[config.mk]
export PLATFORM = sky130hd
export DESIGN_NAME = irq_mask_ctrl
export DESIGN_NICKNAME = d
export VERILOG_FILES = /design/src/rtl/irq_mask_pkg.sv /design/src/rtl/imc_mask_reg.sv /design/src/rtl/imc_cause_reg.sv /design/src/rtl/imc_req_out.sv /design/src/rtl/irq_mask_ctrl.sv
export SDC_FILE = /design/constraint.sdc
export NUM_CORES = 1
export LEC_CHECK = 0
export CAP_MARGIN = 30
export CORE_MARGIN = 2
export CORE_UTILIZATION = 37
export DETAILED_ROUTE_END_ITERATION = 10
export PLACE_DENSITY = 0.86
export SKIP_CTS_REPAIR_TIMING = 1
export SKIP_LAST_GASP = 1
export SLEW_MARGIN = 20
export SYNTH_ARGS = -nofsm -noshare
export SYNTH_HDL_FRONTEND = slang
export SYNTH_SLANG_ARGS = --single-unit
[constraint.sdc]
create_clock -name clk -period 3.45 [get_ports clk]
set_input_delay 0.69 -clock clk [delete_from_list [all_inputs] [get_ports clk]]
set_output_delay 0.69 -clock clk [all_outputs]
set_load 0.01 [all_outputs]
[src/rtl/irq_mask_pkg.sv]
package irq_mask_pkg;
   localparam int unsigned IMC_W = 32;
   localparam logic [IMC_W-1:0] IMC_RSVD_DEFAULT = 32'hFF90_2C08;

   typedef enum logic {
      RD_MASK  = 1'b0,
      RD_CAUSE = 1'b1
   } imc_rd_sel_e;
endpackage

[src/rtl/imc_mask_reg.sv]
module imc_mask_reg #(
   parameter int unsigned W = 32,
   parameter logic [W-1:0] RSVD = '0
) (
   input  logic         clk,
   input  logic         rst_n,
   input  logic         set_we,
   input  logic [W-1:0] set_data,
   input  logic         clr_we,
   input  logic [W-1:0] clr_data,
   output logic [W-1:0] mask_q
);
   for (genvar b = 0; b < W; b++) begin : g_bit
      if (RSVD[b]) begin : g_rsvd
         assign mask_q[b] = 1'b0;
      end else begin : g_live
         logic bit_q;
         always_ff @(posedge clk) begin
            if (!rst_n) begin
               bit_q <= 1'b0;
            end else if (clr_we && clr_data[b]) begin
               bit_q <= 1'b0;
            end else if (set_we && set_data[b]) begin
               bit_q <= 1'b1;
            end
         end
         assign mask_q[b] = bit_q;
      end
   end
endmodule

[src/rtl/imc_cause_reg.sv]
module imc_cause_reg #(
   parameter int unsigned W = 32,
   parameter logic [W-1:0] RSVD = '0
) (
   input  logic         clk,
   input  logic         rst_n,
   input  logic [W-1:0] evt,
   input  logic         rd_clr,
   output logic [W-1:0] cause_q
);
   localparam logic [W-1:0] LIVE = ~RSVD;

   logic [W-1:0] held;
   logic [W-1:0] cause_d;

   always_comb begin
      held    = rd_clr ? '0 : cause_q;
      cause_d = (held | evt) & LIVE;
   end

   always_ff @(posedge clk) begin
      if (!rst_n) cause_q <= '0;
      else        cause_q <= cause_d;
   end
endmodule

[src/rtl/imc_req_out.sv]
module imc_req_out #(
   parameter int unsigned W = 32
) (
   input  logic         clk,
   input  logic         rst_n,
   input  logic [W-1:0] cause_q,
   input  logic [W-1:0] mask_q,
   input  logic         set_we,
   input  logic [W-1:0] set_data,
   input  logic         tmr_clr_en,
   output logic         irq,
   output logic         tmr_clr
);
   localparam logic [W-1:0] ALL_ONES = {W{1'b1}};

   logic fire;
   assign fire = set_we && tmr_clr_en && (set_data == ALL_ONES);

   always_ff @(posedge clk) begin
      if (!rst_n) begin
         irq     <= 1'b0;
         tmr_clr <= 1'b0;
      end else begin
         irq     <= |(cause_q & mask_q);
         tmr_clr <= fire;
      end
   end
endmodule

[src/rtl/irq_mask_ctrl.sv]
module irq_mask_ctrl
   import irq_mask_pkg::*;
#(
   parameter int unsigned DATA_W = IMC_W,
   parameter logic [DATA_W-1:0] RSVD_BITS = IMC_RSVD_DEFAULT
) (
   input  logic              clk,
   input  logic              rst_n,
   input  logic              set_we,
   input  logic [DATA_W-1:0] set_data,
   input  logic              clr_we,
   input  logic [DATA_W-1:0] clr_data,
   input  logic              rd_en,
   input  logic              rd_sel,
   output logic [DATA_W-1:0] rd_data,
   input  logic [DATA_W-1:0] evt,
   input  logic              tmr_clr_en,
   output logic              irq,
   output logic              tmr_clr
);
   if (DATA_W < 1 || DATA_W > 64) begin : g_bad_width
      $error("irq_mask_ctrl: DATA_W must be between 1 and 64");
   end
   if (RSVD_BITS == {DATA_W{1'b1}}) begin : g_all_rsvd
      $error("irq_mask_ctrl: every bit is reserved");
   end

   logic [DATA_W-1:0] mask_q;
   logic [DATA_W-1:0] cause_q;
   logic              rd_clr;

   assign rd_clr  = rd_en && (rd_sel == RD_CAUSE);
   assign rd_data = !rd_en              ? '0 :
                    (rd_sel == RD_MASK) ? mask_q : cause_q;

   imc_mask_reg #(.W(DATA_W), .RSVD(RSVD_BITS)) u_mask (
      .clk      (clk),
      .rst_n    (rst_n),
      .set_we   (set_we),
      .set_data (set_data),
      .clr_we   (clr_we),
      .clr_data (clr_data),
      .mask_q   (mask_q)
   );

   imc_cause_reg #(.W(DATA_W), .RSVD(RSVD_BITS)) u_cause (
      .clk     (clk),
      .rst_n   (rst_n),
      .evt     (evt),
      .rd_clr  (rd_clr),
      .cause_q (cause_q)
   );

   imc_req_out #(.W(DATA_W)) u_out (
      .clk        (clk),
      .rst_n      (rst_n),
      .cause_q    (cause_q),
      .mask_q     (mask_q),
      .set_we     (set_we),
      .set_data   (set_data),
      .tmr_clr_en (tmr_clr_en),
      .irq        (irq),
      .tmr_clr    (tmr_clr)
   );
endmodule

==> impl_metrics.csv <==
group,metric,value,unit
timing,tightest_slew,0.700,ns
power_and_ir_drop,power.switching,259,uW
timing,max_freq,333,MHz
timing,fin_ws,0.450,ns
min_path,hp-start,"u_mask.g_bit[8].g_live.bit_q",
floorplanning,die_y,75.4,um
grt,grtUsageTotal,20.2,%
cells_and_area,drive_gt1_share,3.38,%
synthesis,syn_inst,235,
worst_setup_path,rr_startpoint,"u_cause.cause_q[16]",
cells_and_area,area_delta_synth_final,54.5,%
cells_and_area,ff_latch_area,761,um2
drt,route.vias.total,1908,
worst_setup_path,cp_max_fo,19,
timing,period_minus_slack,3.00,ns
cts,clk_latency,0.29,ns
worst_setup_path,path_buf_inv,3,
timing,finClkSkew,0.00776,ns
floorplanning,row_count,25,
worst_setup_path,endpoint_kind,"primary output",
grt,grt_overflow_total,0,
cts,cts_sinks,38,
floorplanning,io_pins,137,
run,max_cap_viol_count,0,
floorplanning,core,4820,um2
grt,grt_max_degree,38,
cts,cts_tree,"yes",
cts,cts_buffer_depth,2,
placed_design,place_ws,0.467,ns
worst_setup_path,crit_family,"buffers and inverters",
worst_setup_path,r2r_cells,4,
placed_design,numPortBuffers,94,
power_and_ir_drop,p_leak,0.00117,uW
grt,grt_pass1_vias,1924,
min_path,hold_path.class,"flop to flop",
power_and_ir_drop,clkPwrFrac,29.4,%
worst_setup_path,cp_slowest_stage_delay,0.56,ns
drt,antenna_left,0,
timing,setup_viol,0,
power_and_ir_drop,combPwrFrac,22.7,%
synthesis,syn_area,1890,um2
timing,post-route-period-util,86.9,%
cts,cts_buffers,5,
cts,cts_max_level,2,
cells_and_area,nFillCells,443,
timing,slew_viol_final,0,
worst_setup_path,critPathKind,"primary input to primary output",
timing,relSlewSlack,53.2,%
outcome,outcome,"finished, final reports clean",
synthesis,yosysSeqAreaShare,40.3,%
worst_setup_path,reg2reg_slack,2.09,ns
synthesis,ys_ff_latch,38,
timing,worst_hold_slack,0.511,ns
cells_and_area,fin_nets,429,
power_and_ir_drop,vdd_ir_drop_max,0.157,mV
timing,rsz0062_at_grt,"no",
timing,tns,0,ns
power_and_ir_drop,pwr-share-seq,47.9,%
worst_setup_path,worst_ep_arrival_time,2.31,ns
worst_setup_path,cp_cell_sequence,"clkdlybuf4s50_1 > buf_4 > mux2i_1 > nor2b_1 > clkdlybuf4s50_1",
worst_setup_path,start_kind,"primary input",
drt,drcViolationCount,0,
grt,antenna_found_initial,0,
min_path,holdPathEnd,"u_mask.g_bit[8].g_live.bit_q",
floorplanning,initial_utilization,39.1,%
drt,drt-initial-drc-count,98,
cts,cts_root_buf,"clkbuf_8",
placed_design,hpwl,4190,um
power_and_ir_drop,switching_share,25.4,%
synthesis,synth_cell_type_count,18,
timing,final_hold_viol_count,0,
drt,first_pass_iters,4,
power_and_ir_drop,powerDensity,350,nW/um2
worst_setup_path,cp_common_cell,"clkdlybuf4s50_1",
floorplanning,die_area,5680,um2
synthesis,syn_avg_cell_area,8.02,um2
worst_setup_path,worstPathRequired,2.76,ns
power_and_ir_drop,p_int,762,uW
cells_and_area,diodes,0,
cells_and_area,multi_input_area,1020,um2
placed_design,gp_congestion,0.879,
drt,drt-total-wl,5550,um
worst_setup_path,slowest_stage,"clkdlybuf4s50_1",
drt,wl_per_cell,14.2,um
floorplanning,die_w,75.4,um
min_path,whs_path_depth,2,
grt,grt_pass1_wl,8650,um
worst_setup_path,worst_r2r_endpoint,"u_out.irq",
cts,path_clk_slew,0.07,ns
synthesis,yosys_warnings,0,
drt,viasPerCell,4.87,
==> cells in the mapped netlist (all sizes together) <==
cell	n	area, um2
nand3	1	5.00
nor4	1	12.5
nand4	10	62.6
nor2b	36	225
dfxtp	38	761
mux2i	18	180
or4	1	7.51
buf	17	120
a21oi	36	180
nand2	37	139
a22o	2	17.5
clkbuf	10	37.5
a22oi	5	37.5
o21a	1	7.51
a221oi	2	17.5
nor2	19	71.3
conb	1	3.75
==> worst register-to-register path: cells and delay by family (launching register included) <==
kind	cells	cell delay, ns
AO/OA/AOI/OAI	3	0.73
flip-flops	1	0.33
AND/OR/NAND/NOR	1	0.19
==> area by class of cell <==
cell class,count,share of cell area (%)
repair buffers,98,33.3
well taps,67,2.88
flip-flops and latches,38,26.1
clock buffers,6,2.83
multi-input cells,183,34.9
==> metal layers <==
layer  global-route usage (%)  vias up  part of all wire [%]
met5                        0        -                     0
met4                     8.38        0                   2.6
met3                     3.70       14                   5.2
met2                     37.4       69                    51
met1                     22.5      880                    42
li1                         -      945                     -
==> flip-flops by register name, summed over array words and instances, names as in the netlist <==
signal / cells
u_cause.cause_q: 18
u_mask.g_bit.g_live.bit_q: 18
u_out.irq: 1
u_out.tmr_clr: 1
==> cells in the final DEF, fill, tap and decap left out <==
cell type | netlist | final
dfxtp_1 | 38 | 38
o21a_1 | 1 | 1
a22o_1 | 2 | 2
conb_1 | 1 | 14
nor2b_1 | 36 | 36
nor2_1 | 19 | 19
nor4_2 | 1 | 1
or4_1 | 1 | 1
clkbuf_8 | 0 | 6
nand2_1 | 37 | 37
mux2i_1 | 18 | 18
a22oi_1 | 5 | 5
nand3_1 | 1 | 1
clkdlybuf4s50_1 | 0 | 94
buf_4 | 14 | 4
nand4_1 | 10 | 10
a221oi_1 | 2 | 2
a21oi_1 | 36 | 36
==> cell families after synthesis <==
logic type	count (synthesis)	share of synthesized area, %
AO/OA/AOI/OAI	46	13.8
flip-flops	38	40.3
multiplexers	18	9.56
AND/OR/NAND/NOR	105	27.7
buffers and inverters	27	8.36
other	1	0.199
==> power groups by stage <==
stage	registers [uW]	clock network (uW)	logic, uW
2_1_floorplan	493	0	111
3_5_place_dp	499	0	232
6_report	490	300	232
3_3_place_gp	497	0	228
4_1_cts	489	309	233
5_1_grt	493	319	255
==> through the flow <==
step | cell area [um2] | cells | util [%] | power [uW]
after floorplan | 1930 | 248 | - | 605
after global placement | 2830 | 386 | 58.8 | 725
after detailed placement | 2830 | 386 | 58.8 | 731
after CTS | 2910 | 392 | 60.5 | 1030
after global routing | 2910 | 392 | 60.5 | 1070
final | 2910 | 392 | 60.5 | 1020
==> worst max-delay path by stage <==
stage | end | depth (start not counted) | from
finish | rd_data[15] | 5 | rd_sel
global route | rd_data[15] | 5 | rd_sel
CTS | rd_data[15] | 5 | rd_sel
detailed placement | rd_data[15] | 5 | rd_sel
global placement | rd_data[15] | 5 | rd_sel
floorplan | rd_data[12] | 4 | rd_sel
Note: power is estimated with default switching activity, not from simulation.
